==> src/rtl/brres_pkg.sv <==
package brres_pkg;

    localparam int CC_W = 3;

    typedef enum logic [CC_W-1:0] {
        CC_ALWAYS = 3'd0,
        CC_EQ     = 3'd1,
        CC_NE     = 3'd2,
        CC_GT     = 3'd3,
        CC_GE     = 3'd4,
        CC_LT     = 3'd5,
        CC_LE     = 3'd6,
        CC_RSVD   = 3'd7
    } cc_e;

    typedef struct packed {
        logic eq;
        logic gt;
        logic lt;
    } flags_t;

    localparam flags_t FLAGS_CLEAR = '{eq: 1'b0, gt: 1'b0, lt: 1'b0};

    function automatic logic cond_met(flags_t f, cc_e cc);
        logic r;
        case (cc)
            CC_ALWAYS: r = 1'b1;
            CC_EQ:     r = f.eq;
            CC_NE:     r = !f.eq;
            CC_GT:     r = f.gt;
            CC_GE:     r = f.gt | f.eq;
            CC_LT:     r = f.lt;
            CC_LE:     r = f.lt | f.eq;
            default:   r = 1'b0;
        endcase
        return r;
    endfunction

endpackage

==> src/rtl/flag_latch.sv <==
module flag_latch
    import brres_pkg::*;
#(
    parameter int DATA_W = 32
) (
    input  logic              clk,
    input  logic              rst,
    input  logic              cmp_valid,
    input  logic [DATA_W-1:0] cmp_a,
    input  logic [DATA_W-1:0] cmp_b,
    output flags_t            flags
);

    flags_t flags_q;
    flags_t flags_d;
    logic   run_q;

    always_comb begin
        flags_d.eq = (cmp_a == cmp_b);
        flags_d.gt = ($signed(cmp_a) > $signed(cmp_b));
        flags_d.lt = ($signed(cmp_a) < $signed(cmp_b));
    end

    always_ff @(posedge clk) begin
        if (rst) begin
            flags_q <= FLAGS_CLEAR;
            run_q   <= 1'b0;
        end else begin
            run_q <= 1'b1;
            if (cmp_valid) begin
                flags_q <= flags_d;
            end
        end
    end

    assign flags = flags_q;


    flags_onehot_chk: assert property (@(posedge clk) disable iff (rst)
        (run_q && $past(cmp_valid)) |-> ($countones(flags_q) == 1));


    signed_less_chk: assert property (@(posedge clk) disable iff (rst)
        (run_q && $past(cmp_valid) && $past($signed(cmp_a) < $signed(cmp_b))) |-> flags_q.lt);


    flags_hold_chk: assert property (@(posedge clk) disable iff (rst)
        (run_q && !$past(cmp_valid)) |-> $stable(flags_q));


    flags_never_multi_chk: assert property (@(posedge clk) disable iff (rst)
        $onehot0(flags_q));

endmodule

==> src/rtl/cond_eval.sv <==
module cond_eval
    import brres_pkg::*;
(
    input  logic            jmp_valid,
    input  logic [CC_W-1:0] jmp_cond,
    input  flags_t          flags,
    output logic            taken
);

    cc_e cc;

    always_comb begin
        cc    = cc_e'(jmp_cond);
        taken = jmp_valid & cond_met(flags, cc);
    end

endmodule

==> src/rtl/target_gen.sv <==
module target_gen #(
    parameter int ADDR_W = 32,
    parameter int OFF_W  = 16
) (
    input  logic [ADDR_W-1:0] base,
    input  logic [OFF_W-1:0]  off,
    output logic [ADDR_W-1:0] target
);

    localparam int EXT_W = ADDR_W - OFF_W;

    logic [ADDR_W-1:0] off_ext;

    generate
        if (EXT_W > 0) begin : g_extend
            assign off_ext = {{EXT_W{off[OFF_W-1]}}, off};
        end else begin : g_trunc
            assign off_ext = off[ADDR_W-1:0];
        end
    endgenerate

    assign target = base + off_ext;

endmodule

==> src/rtl/branch_resolver.sv <==
module branch_resolver
    import brres_pkg::*;
#(
    parameter int DATA_W = 32,
    parameter int OFF_W  = 16
) (
    input  logic              clk,
    input  logic              rst,
    input  logic              cmp_valid,
    input  logic [DATA_W-1:0] cmp_a,
    input  logic [DATA_W-1:0] cmp_b,
    input  logic              jmp_valid,
    input  logic [2:0]        jmp_cond,
    input  logic [DATA_W-1:0] jmp_base,
    input  logic [OFF_W-1:0]  jmp_off,
    output logic              jmp_taken,
    output logic [DATA_W-1:0] jmp_target,
    output logic              flag_eq,
    output logic              flag_gt,
    output logic              flag_lt
);

    flags_t flags;

    flag_latch #(.DATA_W(DATA_W)) u_flags (
        .clk       (clk),
        .rst       (rst),
        .cmp_valid (cmp_valid),
        .cmp_a     (cmp_a),
        .cmp_b     (cmp_b),
        .flags     (flags)
    );

    cond_eval u_cond (
        .jmp_valid (jmp_valid),
        .jmp_cond  (jmp_cond),
        .flags     (flags),
        .taken     (jmp_taken)
    );

    target_gen #(.ADDR_W(DATA_W), .OFF_W(OFF_W)) u_tgt (
        .base   (jmp_base),
        .off    (jmp_off),
        .target (jmp_target)
    );

    assign flag_eq = flags.eq;
    assign flag_gt = flags.gt;
    assign flag_lt = flags.lt;


    rsvd_never_chk: assert property (@(posedge clk) disable iff (rst)
        (jmp_cond == 3'd7) |-> !jmp_taken);


    idle_not_taken_chk: assert property (@(posedge clk) disable iff (rst)
        !jmp_valid |-> !jmp_taken);


    always_taken_chk: assert property (@(posedge clk) disable iff (rst)
        (jmp_valid && jmp_cond == 3'd0) |-> jmp_taken);


    eq_ne_exclusive_chk: assert property (@(posedge clk) disable iff (rst)
        (jmp_valid && jmp_cond == 3'd2 && flag_eq) |-> !jmp_taken);


    abs_target_chk: assert property (@(posedge clk) disable iff (rst)
        (jmp_base == '0) |-> (jmp_target[OFF_W-1:0] == jmp_off));

endmodule

==> config.mk <==
export PLATFORM = sky130hd
export DESIGN_NAME = branch_resolver
export DESIGN_NICKNAME = d
export VERILOG_FILES = /design/src/rtl/brres_pkg.sv /design/src/rtl/flag_latch.sv /design/src/rtl/cond_eval.sv /design/src/rtl/target_gen.sv /design/src/rtl/branch_resolver.sv
export SDC_FILE = /design/constraint.sdc
export NUM_CORES = 1
export LEC_CHECK = 0
export BUFFER_PORTS_ARGS = -buffer_cell sky130_fd_sc_hd__buf_2
export CAP_MARGIN = 20
export CORE_ASPECT_RATIO = 1.4
export CORE_MARGIN = 5
export CORE_UTILIZATION = 45
export CTS_CLUSTER_DIAMETER = 80
export DETAILED_ROUTE_END_ITERATION = 10
export PLACE_DENSITY = 0.84
export SKIP_CTS_REPAIR_TIMING = 1
export SYNTH_ARGS = -nofsm -noshare
export SYNTH_HDL_FRONTEND = slang
export SYNTH_SLANG_ARGS = --single-unit
==> constraint.sdc <==
create_clock -name clk -period 4.95 [get_ports clk]
set_input_delay 0.99 -clock clk [delete_from_list [all_inputs] [get_ports clk]]
set_output_delay 0.99 -clock clk [all_outputs]
set_load 0.02 [all_outputs]
## Yosys cells after proc, flatten, opt, wreduce, memory -nomap -nowiden

Cells that the tools add are included.

- Bitwise gates (word level): 3
- Order comparisons: 2
- Add/subtract/negate cells: 1
- Equality and inequality tests: 7
- Muxes and demuxes: 1
- Reduce and logical (&&, ||, !) cells: 2

Operator list:

| kind | count |
|---|---|
| $add A32 B32 Y32 | 1 |
| $eq A32 B32 Y1 | 1 |
| $gt A32 B32 Y1 | 1 |
| $lt A32 B32 Y1 | 1 |
| $eq A3 B3 Y1 const B | 3 |
| $pmux W1 S7 | 1 |
| $eq A3 B2 Y1 const B | 2 |
| $eq A3 B1 Y1 const B | 1 |
| $logic_not A3 Y1 | 1 |
| $or A1 B1 Y1 | 2 |
| $and A1 B1 Y1 | 1 |
| $logic_not A1 Y1 | 1 |

- Input bits: 119
- Register bits: 3
- Logic and storage cells: 19

## Longest topological paths before layout

Gate-level depths: netlist of the first run.

- Word-level depth: 3
- Mapped depth: 11

## Hierarchy

A second synthesis of the first run with hierarchy kept.

- Cells, all modules: 377
- Area total of the unflattened synthesis: 2777.7 sq um

By module, submodules not included:

| module | times used | area each (sq um) | sequential area each (sq um) | cells an instance |
|---|---|---|---|---|
| target_gen | 1 | 1744.2 | 0.0 | 241 |
| flag_latch | 1 | 944.7 | 60.1 | 125 |
| cond_eval | 1 | 88.8 | 0.0 | 11 |

## Worst setup path after synthesis of the first run

Ideal clock, no wire load.

- Kind: input to output
- Start: input jmp_base[0]
- End: output jmp_target[28]
- Data required time: 3.960 ns
- Stages: 11
- Path buffers: 0
- Setup slack: 0.659 ns
- Arrival time: 3.301 ns
- Cell sequence: ha_1 -> fa_1 -> a211oi_2 -> o211ai_1 -> a21oi_2 -> a21oi_4 -> a31oi_4 -> nand3b_4 -> nand2_2 -> a221o_1 -> xor2_1

- Cells in the longest elaborated chain, start to end: 1

RTL lines:

| what | RTL line | RTL |
|---|---|---|
| from (decl) | branch_resolver.sv:14 | `input logic [DATA_W-1:0] jmp_base,` |
| $add A32 B32 Y32 | target_gen.sv:22 | `assign target = base + off_ext;` |
| to (decl) | branch_resolver.sv:17 | `output logic [DATA_W-1:0] jmp_target,` |

No other way between the ends.

## Final worst setup path of the first run

Ends and elaborated chain as after synthesis.

==> impl_metrics.py, run 1 <==
metrics = {
    "timing": {
        "setup_viol": 0,
        "finalClockSkew_ns": 0,
        "period_minus_slack_ns": 4.564,
        "worstMarginPinSlew_ns": 0.4496,
        "worst_hold_slack_ns": 0.5131,
        "final-hold-violation-count": 0,
        "finalMaxSlewViolations": 0,
        "period_share_pct": 92.21,
        "setup_tns_ns": 0,
        "maxSlewHeadroom_pct": 69.71,
        "fmax_mhz": 219.1,
        "rsz0062_at_grt": "false",
    },
    "die": {
        "boundaryPins": 155,
        "core_mm2": 0.005445,
        "die_y_um": 97.71,
        "die_area_mm2": 0.007098,
        "die_w_um": 72.65,
        "rows": 32,
        "start_util_pct": 45.40,
    },
    "final_layout": {
        "fill_cells": 495,
        "final_net_count": 663,
        "drive_gt1_share_pct": 35.49,
        "register_area_um2": 60.06,
        "multi_input_area_mm2": 0.002257,
        "final_area_mm2": 0.003368,
        "finalNonFillerCells": 547,
        "largest_reg_flops": 3,
        "syn2layout_area_growth_pct": 36.23,
        "antenna_cells": 0,
    },
    "routing": {
        "wl_um": 7134,
        "final_antenna_net_count": 0,
        "viasPerCell": 5.415,
        "dr.pass1.iters": 4,
        "via_count": 2962,
        "wl_per_cell_um": 13.04,
        "drtIter0Drc": 85,
        "drc": 0,
    },
    "synthesis": {
        "synth-seq-area-share_pct": 2.429,
        "ys_types": 48,
        "async_flop_share_pct": 0,
        "synthXorXnorAreaFrac_pct": 11.34,
        "yosys_warnings": 0,
        "yosys-mux-area-fraction_pct": 0.4049,
        "yosysTopAreaCell": "ha_1",
        "netlist_top_cells_count": "63 x ha_1, 40 x inv_1, 33 x a21oi_1",
        "synth_compound_area_share_pct": 32.14,
        "synthTopCellsByArea": "ha_1 32%, a21o_1 7.9%, xnor2_1 7.1%",
        "yosysTopAreaCellShare_pct": 31.88,
        "syn-cell-area_mm2": 0.002472,
        "synthCells": 322,
        "synth_most_common_cell": "ha_1",
        "synth_nets": 505,
        "ys_seq_elements": 3,
        "synth_edf_count": 0,
        "synth_top_family_by_area": "adder cells",
        "synth_simple_gate_area_share_pct": 14.73,
        "synth_adder_area_share_pct": 32.69,
        "synth.avg_cell_area_um2": 7.678,
        "ys.flop_type": "dfxtp_1",
    },
    "global_routing": {
        "grt_pass1_wl_um": 11700,
        "grt_use_total_pct": 19.44,
        "grt_pass1_vias": 2951,
        "grt_max_degree": 18,
        "antenna_found_initial": 0,
        "grt_overflow": 0,
    },
    "power": {
        "seq_power_share_pct": 5.0,
        "clkPwrFrac_pct": 12.9,
        "peakVddDrop_v": 0.0001206,
        "power_leakage_nw": 1.981,
        "powerDensity_mw_per_mm2": 167.1,
        "power_frac_comb_pct": 82.1,
        "power.internal_mw": 0.2793,
        "switchingPower_mw": 0.2837,
        "total_power_mw": 0.5630,
        "swShare_pct": 50.39,
    },
    "setup_path": {
        "crit_top_cell": "buf_2",
        "required_ns": 3.96,
        "reg2reg_slack_ns": 4.22,
        "critical_path.max_stage_delay_ns": 0.43,
        "crit_type": "input port to primary output",
        "crit_path_end_kind": "primary output",
        "worstPathArrival_ns": 3.57,
        "timing.rr.start": "u_flags.flags[1]",
        "path_cells": "buf_2, ha_1, fa_1, a211oi_2, o211ai_1, a21oi_2, a21oi_4, a31oi_4, nand3b_4, nand2_2, a221o_1, xor2_1, buf_2",
        "critPathMaxFanout": 4,
        "cp_slowest_cell": "fa_1",
        "r2r-end": "u_flags.flags[1]",
        "start_kind": "input port",
        "r2r_cells": 2,
    },
    "run": {
        "max-cap-violations": 0,
    },
    "clocking": {
        "clk_latency_ns": 0.22,
        "cts.sinks": 3,
        "cts_made_buffers": 3,
        "cts_tree": "built",
        "clk_pin_slew_worst_paths_ns": 0.03,
        "cts-root-buf": "clkbuf_8",
        "htree_levels": 1,
        "cts_max_path_buffers": 2,
    },
    "hold_path": {
        "hold_start": "u_flags.flags[0]",
        "whs_endpoint": "u_flags.flags[0]",
        "min_path_cells": 2,
        "hp-class": "register to register",
    },
    "placed_design": {
        "dp_hpwl_um": 6443,
        "placed_cells": 543,
        "io_buffers": 154,
        "dpl_cell_area_mm2": 0.003323,
        "gp_congestion": 0.8670,
    },
    "run_status": {
        "outcome": "complete, no violations",
    },
}
==> logic make-up after synthesis <==
group	Yosys count
flops	3
compound gates	114
xor+xnor	32
mux	1
buf+inv	41
simple gates	67
fa+ha+maj	64
==> power by group through the flow <==
stage / clock (mW) / combinational, mW / sequential [mW]
finish: 0.0725 / 0.462 / 0.0281
detailed placement: 0 / 0.461 / 0.0284
global route: 0.0763 / 0.510 / 0.0284
global placement: 0 / 0.453 / 0.0282
CTS: 0.0726 / 0.464 / 0.0280
floorplan: 0 / 0.309 / 0.0304
==> cells in the final DEF, fill, tap and decap left out, types with 6 or more instances in the layout <==
cell type  count
xnor2_1       20
xor2_1        12
buf_2        154
nor2_1        11
a21oi_1       33
nand2_1       17
o21a_1         6
nand4_1        9
and3_1         6
inv_1         40
o211ai_1       6
a21o_1        26
nor2b_1        6
ha_1          63
o21ai_0       15
==> critical path, delay by kind of cell <==
| kind | cells | cell delay, ns |
|---|---|---|
| AO/OA/AOI/OAI | 6 | 1.26 |
| XOR/XNOR | 1 | 0.15 |
| adder cells (fa/ha/maj) | 2 | 0.65 |
| buffers and inverters | 2 | 0.29 |
| AND/OR/NAND/NOR | 2 | 0.24 |
==> how the worst max path moves through the flow <==
| stage | startpoint | to | cells past startpoint |
|---|---|---|---|
| finish | jmp_base[0] | jmp_target[28] | 13 |
| global route | jmp_base[0] | jmp_target[28] | 13 |
| global placement | jmp_base[0] | jmp_target[28] | 13 |
| detailed placement | jmp_base[0] | jmp_target[28] | 13 |
| CTS | jmp_base[0] | jmp_target[28] | 13 |
| floorplan | jmp_base[0] | jmp_target[28] | 11 |
==> routing by layer <==
metal  up-vias  global-route usage (%)  part of all wire (%)  wire length [µm]
li1       1497                       -                     -                 -
met1      1322                   20.77                    38              2677
met2       131                   37.48                    52              3743
met3        12                   3.106                   8.2               587
met4         0                   5.682                   1.8               126
met5         -                       0                     0                 0
==> per-stage QoR <==
step | utilization, % | setup WS, ns
2_1_floorplan | - | 0.6592
3_3_place_gp | 61.03 | 0.4926
3_5_place_dp | 61.03 | 0.4326
4_1_cts | 61.86 | 0.4033
5_1_grt | 61.86 | 0.2294
6_report | 61.86 | 0.3856
==> cell type report <==
class	instances	share of cell area (%)
clock buffer	4	1.337
inverter	40	4.458
multi-input combinational	278	67.01
sequential	3	1.783
tap	68	2.526
timing repair buffer	154	22.88
(Power assumes the default switching activity.)
==> run 2: changes to the inputs <==
==> constraint.sdc (replaced) <==
create_clock -name clk -period 4.95 [get_ports clk]
set_input_delay 0.495 -clock clk [delete_from_list [all_inputs] [get_ports clk]]
set_output_delay 0.495 -clock clk [all_outputs]
set_load 0.02 [all_outputs]
==> impl_metrics.py, run 2 (synthesized netlist as in run 1, its figures left out) <==
metrics = {
    "run_status": {
        "outcome": "complete, no violations",
    },
    "clocking": {
        "htree_levels": 1,
        "cts_made_buffers": 3,
        "cts_tree": "built",
        "cts.sinks": 3,
        "cts-root-buf": "clkbuf_8",
        "clk_latency_ns": 0.22,
        "clk_pin_slew_worst_paths_ns": 0.03,
        "cts_max_path_buffers": 2,
    },
    "timing": {
        "worstMarginPinSlew_ns": 0.4499,
        "period_share_pct": 72.01,
        "fmax_mhz": 280.5,
        "setup_viol": 0,
        "finalMaxSlewViolations": 0,
        "finalClockSkew_ns": 0,
        "final-hold-violation-count": 0,
        "worst_hold_slack_ns": 0.4819,
        "maxSlewHeadroom_pct": 69.69,
        "rsz0062_at_grt": "false",
        "setup_tns_ns": 0,
        "period_minus_slack_ns": 3.565,
    },
    "routing": {
        "wl_per_cell_um": 12.99,
        "drc": 0,
        "viasPerCell": 5.362,
        "drtIter0Drc": 80,
        "wl_met1_um": 2642,
        "wl_met2_um": 3731,
        "top_layer": "met5",
        "dr.pass1.iters": 6,
        "via_count": 2933,
        "final_antenna_net_count": 0,
        "wl_met3_um": 598,
        "wl_um": 7108,
    },
    "power": {
        "swShare_pct": 50.32,
        "power_leakage_nw": 1.981,
        "power_frac_comb_pct": 82.1,
        "powerDensity_mw_per_mm2": 166.9,
        "clkPwrFrac_pct": 13.0,
        "switchingPower_mw": 0.2829,
        "power.internal_mw": 0.2792,
        "seq_power_share_pct": 5.0,
        "peakVddDrop_v": 0.0001213,
    },
    "global_routing": {
        "grt_pass1_vias": 2933,
        "grt_max_degree": 18,
        "antenna_found_initial": 1,
        "grt_overflow": 0,
        "grt_use_total_pct": 19.50,
        "grt_pass1_wl_um": 11760,
    },
    "final_layout": {
        "layout_commonest_cell": "buf_2",
        "finalNonFillerCells": 547,
        "syn2layout_area_growth_pct": 36.23,
        "largest_reg_flops": 3,
        "final_net_count": 663,
        "fill_cells": 505,
        "antenna_cells": 0,
        "drive_gt1_share_pct": 35.49,
        "final_cell_mix": "154 x buf_2, 63 x ha_1, 40 x inv_1, 33 x a21oi_1, 26 x a21o_1",
    },
    "setup_path": {
        "cp_slowest_cell": "fa_1",
        "crit_top_cell": "buf_2",
        "required_ns": 4.45,
        "worstPathArrival_ns": 3.07,
        "crit_path_end_kind": "primary output",
        "crit_family": "compound AO/OA/AOI/OAI gates",
        "start_kind": "input port",
        "crit_buf_inv": 2,
        "crit_type": "input port to primary output",
        "critical_path.max_stage_delay_ns": 0.43,
        "path_cells": "buf_2, ha_1, fa_1, a211oi_2, o211ai_1, a21oi_2, a21oi_4, a31oi_4, nand3b_4, nand2_2, a221o_1, xor2_1, buf_2",
        "critPathMaxFanout": 4,
    },
    "placed_design": {
        "io_buffers": 154,
        "gp_congestion": 0.8668,
        "dp_hpwl_um": 6440,
        "placed_cells": 543,
    },
    "die": {
        "boundaryPins": 155,
        "die_y_um": 97.71,
        "core_mm2": 0.005445,
        "rows": 32,
        "die_area_mm2": 0.007098,
        "die_w_um": 72.65,
        "start_util_pct": 45.40,
    },
    "hold_path": {
        "hp-class": "input port to register",
    },
    "run": {
        "max-cap-violations": 0,
    },
}
run 2: power groups by stage:
stage | sequential [mW] | clock [mW] | combinational, mW
6_report | 0.0280 | 0.0728 | 0.461
3_3_place_gp | 0.0282 | 0 | 0.453
4_1_cts | 0.0280 | 0.0731 | 0.464
3_5_place_dp | 0.0283 | 0 | 0.461
2_1_floorplan | 0.0304 | 0 | 0.309
5_1_grt | 0.0284 | 0.0777 | 0.511
run 2: final timing paths:
kind | startpoint | cells past startpoint | slack (ns) | end
worst min register to register | u_flags.flags[0] | 2 | 0.53 | u_flags.flags[0]
worst max register to register | u_flags.flags[1] | 2 | 4.19 | u_flags.flags[1]
worst max-delay path | jmp_base[0] | 13 | 1.39 | jmp_target[28]
worst min-delay path | rst | 2 | 0.48 | u_flags.flags[2]
run 2: per-stage QoR:
stage | area [µm²] | utilization, % | worst slack [ns] | total power [mW]
3_5_place_dp | 3323 | 61.03 | 1.432 | 0.4892
5_1_grt | 3368 | 61.86 | 1.222 | 0.6175
4_1_cts | 3368 | 61.86 | 1.398 | 0.5654
6_report | 3368 | 61.86 | 1.385 | 0.5621
3_3_place_gp | 3323 | 61.03 | 1.481 | 0.4809
2_1_floorplan | 2472 | - | 1.649 | 0.3394
run 2: cell type report:
type	count	area (µm²)	area share, %
inverter	40	150.1	4.458
tap	68	85.08	2.526
clock buffer	4	45.04	1.337
timing repair buffer	154	770.7	22.88
sequential	3	60.06	1.783
multi-input combinational	278	2257	67.01
run 2: layer usage:
| layer | vias to the layer above | global-route usage [%] |
|---|---|---|
| met5 | - | 0 |
| li1 | 1497 | - |
| met3 | 18 | 3.727 |
| met1 | 1311 | 20.33 |
| met4 | 2 | 4.972 |
| met2 | 105 | 38.11 |
